### src/rtl/prescaled_timer_wdog.sv
module prescaled_timer_wdog #(
  parameter int CNT_W      = 8,
  parameter int WDOG_LIMIT = 16,
  parameter int WDOG_MODE  = 0
) (
  input  logic             clk,
  input  logic             rst_n,
  input  logic             cyc_tick,
  input  logic             ext_pin,
  input  logic             base_tick,
  input  logic             mode_we,
  input  logic [7:0]       mode_wdata,
  input  logic             cnt_we,
  input  logic [CNT_W-1:0] cnt_wdata,
  input  logic             wdog_clr,
  input  logic             sleep_req,
  output logic [CNT_W-1:0] count_out,
  output logic             wdog_rst,
  output logic             wdog_flag
);
  localparam int WD_W = $clog2(WDOG_LIMIT + 1);

  logic [7:0]       mode_q;
  logic [7:0]       ps_q;
  logic [WD_W-1:0]  wd_q;
  logic             pin_q;

  logic [2:0] code;
  logic       ps_to_wd, ext_sel, fall_sel;
  assign code     = mode_q[2:0];
  assign ps_to_wd = mode_q[3];
  assign fall_sel = mode_q[4];
  assign ext_sel  = mode_q[5];

  logic wd_en;
  assign wd_en = (WDOG_MODE == 1) ? 1'b1 :
                 (WDOG_MODE == 2) ? 1'b0 : ~mode_q[7];

  logic edge_ev, cnt_ev;
  assign edge_ev = fall_sel ? (pin_q & ~ext_pin) : (~pin_q & ext_pin);
  assign cnt_ev  = ext_sel ? edge_ev : cyc_tick;

  logic [8:0] mask9;
  logic       ps_in, ps_out;
  assign mask9  = ps_to_wd ? ((9'd1 << code) - 9'd1) : ((9'd2 << code) - 9'd1);
  assign ps_in  = ps_to_wd ? base_tick : cnt_ev;
  assign ps_out = ps_in && ((ps_q & mask9[7:0]) == mask9[7:0]);

  logic cnt_inc, wd_step, wd_restart, expire;
  assign cnt_inc    = ps_to_wd ? cnt_ev : ps_out;
  assign wd_step    = ps_to_wd ? ps_out : base_tick;
  assign wd_restart = wdog_clr | sleep_req;
  assign expire     = wd_en && wd_step && !wd_restart &&
                      (wd_q == WD_W'(WDOG_LIMIT - 1));

  always_ff @(posedge clk or negedge rst_n) begin
    if (!rst_n) begin
      mode_q <= 8'hFF;
      pin_q  <= 1'b0;
    end else begin
      pin_q <= ext_pin;
      if (expire)       mode_q <= 8'hFF;
      else if (mode_we) mode_q <= mode_wdata;
    end
  end

  always_ff @(posedge clk or negedge rst_n) begin
    if (!rst_n)                                     ps_q <= '0;
    else if (expire || cnt_we || (wdog_clr && ps_to_wd)) ps_q <= '0;
    else if (ps_in)                                 ps_q <= ps_q + 8'd1;
  end

  always_ff @(posedge clk or negedge rst_n) begin
    if (!rst_n)       count_out <= '0;
    else if (cnt_we)  count_out <= cnt_wdata;
    else if (cnt_inc) count_out <= count_out + 1'b1;
  end

  always_ff @(posedge clk or negedge rst_n) begin
    if (!rst_n) begin
      wd_q      <= '0;
      wdog_rst  <= 1'b0;
      wdog_flag <= 1'b0;
    end else begin
      wdog_rst <= expire;
      if (wd_restart || !wd_en || expire) wd_q <= '0;
      else if (wd_step)                   wd_q <= wd_q + 1'b1;
      if (expire)          wdog_flag <= 1'b1;
      else if (wd_restart) wdog_flag <= 1'b0;
    end
  end

  assert_pulse_R7: assert property (@(posedge clk) disable iff (!rst_n)
    wdog_rst |=> !wdog_rst);
  assert_mode_reload_R7: assert property (@(posedge clk) disable iff (!rst_n)
    wdog_rst |-> (mode_q == 8'hFF) && wdog_flag);
  assert_count_kept_R7: assert property (@(posedge clk) disable iff (!rst_n)
    (wdog_rst && !$past(cnt_we) && !$past(cnt_inc)) |-> $stable(count_out));
  assert_enabled_only_R9: assert property (@(posedge clk) disable iff (!rst_n)
    wdog_rst |-> $past(wd_en));
  assert_restart_R8: assert property (@(posedge clk) disable iff (!rst_n)
    (wdog_clr || sleep_req) |=> !wdog_rst && !wdog_flag && (wd_q == '0));
  assert_load_R5: assert property (@(posedge clk) disable iff (!rst_n)
    cnt_we |=> (count_out == $past(cnt_wdata)) && (ps_q == '0));
  assert_single_step_R10: assert property (@(posedge clk) disable iff (!rst_n)
    !$past(cnt_we) |-> (count_out == $past(count_out)) ||
                       (count_out == $past(count_out) + 1'b1));
endmodule

### config.mk
export PLATFORM = sky130hd
export DESIGN_NAME = prescaled_timer_wdog
export DESIGN_NICKNAME = d
export VERILOG_FILES = /design/src/rtl/prescaled_timer_wdog.sv
export SDC_FILE = /design/constraint.sdc
export NUM_CORES = 1
export LEC_CHECK = 0
export BUFFER_PORTS_ARGS = -buffer_cell sky130_fd_sc_hd__buf_2
export CAP_MARGIN = 20
export CORE_MARGIN = 2
export CORE_UTILIZATION = 55
export DETAILED_ROUTE_END_ITERATION = 12
export MAX_ROUTING_LAYER = met4
export PLACE_DENSITY = 0.84
export SYNTH_ARGS = -nofsm -noshare
export SYNTH_HDL_FRONTEND = slang
export SYNTH_SLANG_ARGS = --single-unit
### constraint.sdc
create_clock -name clk -period 8.8 [get_ports clk]
set_clock_uncertainty 0.2 [all_clocks]
set_input_delay 0.44 -clock clk [delete_from_list [all_inputs] [get_ports clk]]
set_output_delay 0.44 -clock clk [all_outputs]
set_load 0.02 [all_outputs]
==> implementation parameters <==
Parameter                              Value

Global route
  GR Overflow Total    0
  Met2 Track Usage GR    a little over a third
  Via count of the first global-routing pass    approximately 1700
  Global-route wire length before repair    around 7.5 mm
  Met3 usage in global routing    a little under 6%
  Most congested layer reported by global routing    met2
  Fraction of met1 tracks used by global routing    31.8%
  Global-route usage over all layers    24.2%
  Largest net degree at the start of global routing    32
  Antenna violations before repair    0

Flow run
  Max-cap check violation count    0

Timing
  Achievable Freq    roughly 0.26 GHz
  Final hold violation count    0
  PnR worst setup slack    5010 ps
  Tightest Pin Transition    roughly 760 ps
  Setup repair after global routing missed its margin    false
  Min Clock Period, post-route    about 3800 ps
  Crit share post-route    a little over two fifths
  Count of final setup violators    0
  Relative slew slack    a little under half
  Slew Viols, Final    0
  Final total negative setup slack    0 ps

Clock network
  CTS tree    done
  Later-pin clock latency in the skew report    around 330 ps
  Quantity of gates resized following cts    0
  Number of buffers created by CTS    5
  Worst-case clock buffer depth    2
  Clock-pin slew of the registers on the worst-case setup and hold paths    ~90 ps
  Clock Root Buffer    sky130_fd_sc_hd__clkbuf_4
  Post-CTS setup buffer count    0
  H-tree level count    2
  Number of hold buffers added after CTS    1
  Number of sinks driven by the clock tree    31

Placed design
  Half-perimeter wire length after placement    3.12 mm
  Dpl ws    roughly 5000 ps
  Number of placed cells counting well taps    290
  Buffers added on ports    33
  GP Congestion    0.828

Yosys
  Dominant register cell in the synthesized netlist    sky130_fd_sc_hd__dfrtp_1
  Mapped Cells    about 220
  Post-synth EDFFs    0
  Sequential-to-total area share from yosys stat    roughly 39%
  Post-synthesis net count    250
  Syn avg cell area    about 9.1 um2
  Flip-flop and latch count after synthesis    31
  Yosys warning total    0
  Number of distinct library cells after synthesis    50
  Synth async-reset ratio    100%
  Combined area of all synthesized cells    about 2000 um2

Critical path
  CP Class    reg2reg
  Slowest-stage cell, CP    sky130_fd_sc_hd__a2111oi_0
  CP cell instances    ha_1 > nand2_1 > ha_1 > nand2b_1 > o221ai_1 > a2111oi_0 > a2111oi_4 > a41o_1 > nand3_1 > o211ai_1
  CP dominant cell by count    sky130_fd_sc_hd__ha_1
  Critical Path End Type    flop
  WP data required    a little under 9000 ps
  Element type at the critical path start    flop
  CP max FO    13
  Worst stage delay on the critical path    700 ps
  Signal arrival time at the worst endpoint    roughly 3800 ps

Drt
  WL/cell    roughly 14 um
  Drt first pass iters    4
  Remaining antenna violation count after routing    0
  Via density per instance    roughly 5.8
  Via count    1721
  Post-detailed-routing wire length    roughly 4.2 mm
  Initial detailed-routing violation count    around 140
  Post-route DRC    0

Power and ir drop
  Final Total Pwr    0.335 mW
  Maximum resistive drop on vdd    113 uV
  Reported leakage power    slightly below 1 nW
  Total power density per cell area    around 150 nW/um2

Finish
  Area growth from synthesis to layout    11.8%
  Non-filler instance count after layout    299
  Combined area of the multi-input logic cells    ~1100 um2
  Net count, final    284
  Share of post-route cells with drive strength above 1    a little over a fifth
  Post-layout utilization of the core    between 60% and 70%
  # diodes    0
  Count of filler cells inserted in the layout    299
  Area occupied by registers    785 um2

Floorplan
  Core region area    ~3400 um2
  Die boundary width    around 64 um
  Die Outline Area    between 4000 and 5000 um2
  Starting Density    about three fifths
  Row count    21
  Total I/O pin count    35
  Floorplan die height    64.2 um

Status
  Result of the run    finished, final reports clean

Hold path
  Class of the tightest hold or removal check    in2reg
## logic make-up after synthesis
group	share of synthesized area [%]
flip-flops	39.3
multiplexers	5.08
buffers and inverters	4.77
AO/OA/AOI/OAI	18.6
adder cells (fa/ha/maj)	4.39
AND/OR/NAND/NOR	23.4
XOR/XNOR	4.39
## where the power goes
part           total, mW  internal, mW  switching [mW]
Sequential         0.168         0.154          0.0136
Combinational     0.0879        0.0361          0.0518
Clock             0.0794        0.0318          0.0476
## registers in the layout, indices dropped and copies added, names as in the netlist
register and cells:
mode_q 7, count_out 8, wdog_flag 1, wd_q 5
wdog_rst 1, pin_q 1, ps_q 8
## per-stage QoR
| stage | hold WS [ps] | cell area [um2] |
|---|---|---|
| after floorplan | -55.6 | 1990 |
| after global placement | 256 | 2170 |
| after detailed placement | 273 | 2170 |
| after CTS | 26.0 | 2230 |
| after global routing | 24.8 | 2230 |
| final | 29.4 | 2230 |
## routing by layer
layer	vias to the layer above	wire length (um)
li1	862	-
met1	814	1880
met2	37	2070
met3	8	167
met4	0	72
met5	-	0
## final timing paths
kind | from | end | slack, ps | cells after the start
setup / recovery | mode_q[3] | mode_q[0] | 5010 | 10
hold / removal | ext_pin | pin_q | 30 | 1
setup reg to reg | mode_q[3] | mode_q[0] | 5010 | 10
hold reg to reg | wdog_flag | wdog_flag | 290 | 2
max in group asynchronous | rst_n | ps_q[7] | 7470 | 2
min in group asynchronous | rst_n | wd_q[0] | 480 | 2
## cell usage after synthesis, drive strengths merged, types with 2 or more instances
library cell | number | area share (%)
inv | 13 | 2.4
nor2 | 23 | 4.3
a31oi | 7 | 2.2
nor3 | 4 | 1.0
dfrtp | 24 | 30
dfstp | 7 | 9.2
o21ai | 8 | 2.0
nand2 | 24 | 4.9
a211oi | 2 | 0.75
or2 | 2 | 0.63
and3 | 4 | 1.3
or4 | 3 | 1.1
a21oi | 8 | 2.2
a2111oi | 2 | 1.8
o221ai | 2 | 0.88
nand4 | 4 | 1.3
mux2i | 9 | 4.5
xnor2 | 7 | 3.1
nor4 | 2 | 0.63
o211ai | 7 | 2.6
nand2b | 2 | 0.63
ha | 7 | 4.4
buf | 3 | 1.1
clkbuf | 4 | 1.3
nor2b | 6 | 1.9
or3 | 3 | 0.94
nand3b | 2 | 0.75
o31ai | 2 | 0.75
a211o | 3 | 1.3
nand3 | 9 | 2.3
xor2 | 3 | 1.3
## worst max-delay path, delay by kind of cell (launching register included)
kind	cells	cell delay, ps
fa+ha+maj	2	780
simple gates	3	560
compound gates	5	1530
flops	1	640
## final cells by class
class / count / area share [%]
Multi-Input combinational cell: 167 / 50.0
Clock buffer: 8 / 2.19
Timing Repair Buffer: 34 / 7.86
Sequential cell: 31 / 35.2
Tap cell: 46 / 2.58
Inverter: 13 / 2.19
## layout by cell type (no fill, tap or decap), types with 4 or more instances in the layout
cell type                  synthesis  layout
sky130_fd_sc_hd__nand3_1           9       9
sky130_fd_sc_hd__a31oi_1           7       7
sky130_fd_sc_hd__nor3_1            4       4
sky130_fd_sc_hd__xnor2_1           7       7
sky130_fd_sc_hd__and3_1            4       4
sky130_fd_sc_hd__mux2i_1           9       9
sky130_fd_sc_hd__nor2b_1           6       6
sky130_fd_sc_hd__nand4_1           4       4
sky130_fd_sc_hd__nor2_1           23      23
sky130_fd_sc_hd__o211ai_1          7       7
sky130_fd_sc_hd__ha_1              7       7
sky130_fd_sc_hd__a21oi_1           7       7
sky130_fd_sc_hd__nand2_1          23      23
sky130_fd_sc_hd__clkbuf_4          0       5
sky130_fd_sc_hd__buf_2             2      33
sky130_fd_sc_hd__o21ai_0           7       7
sky130_fd_sc_hd__dfstp_2           7       7
sky130_fd_sc_hd__inv_1            12      12
sky130_fd_sc_hd__dfrtp_1          24      24
Note: power is estimated with default switching activity, not from simulation.
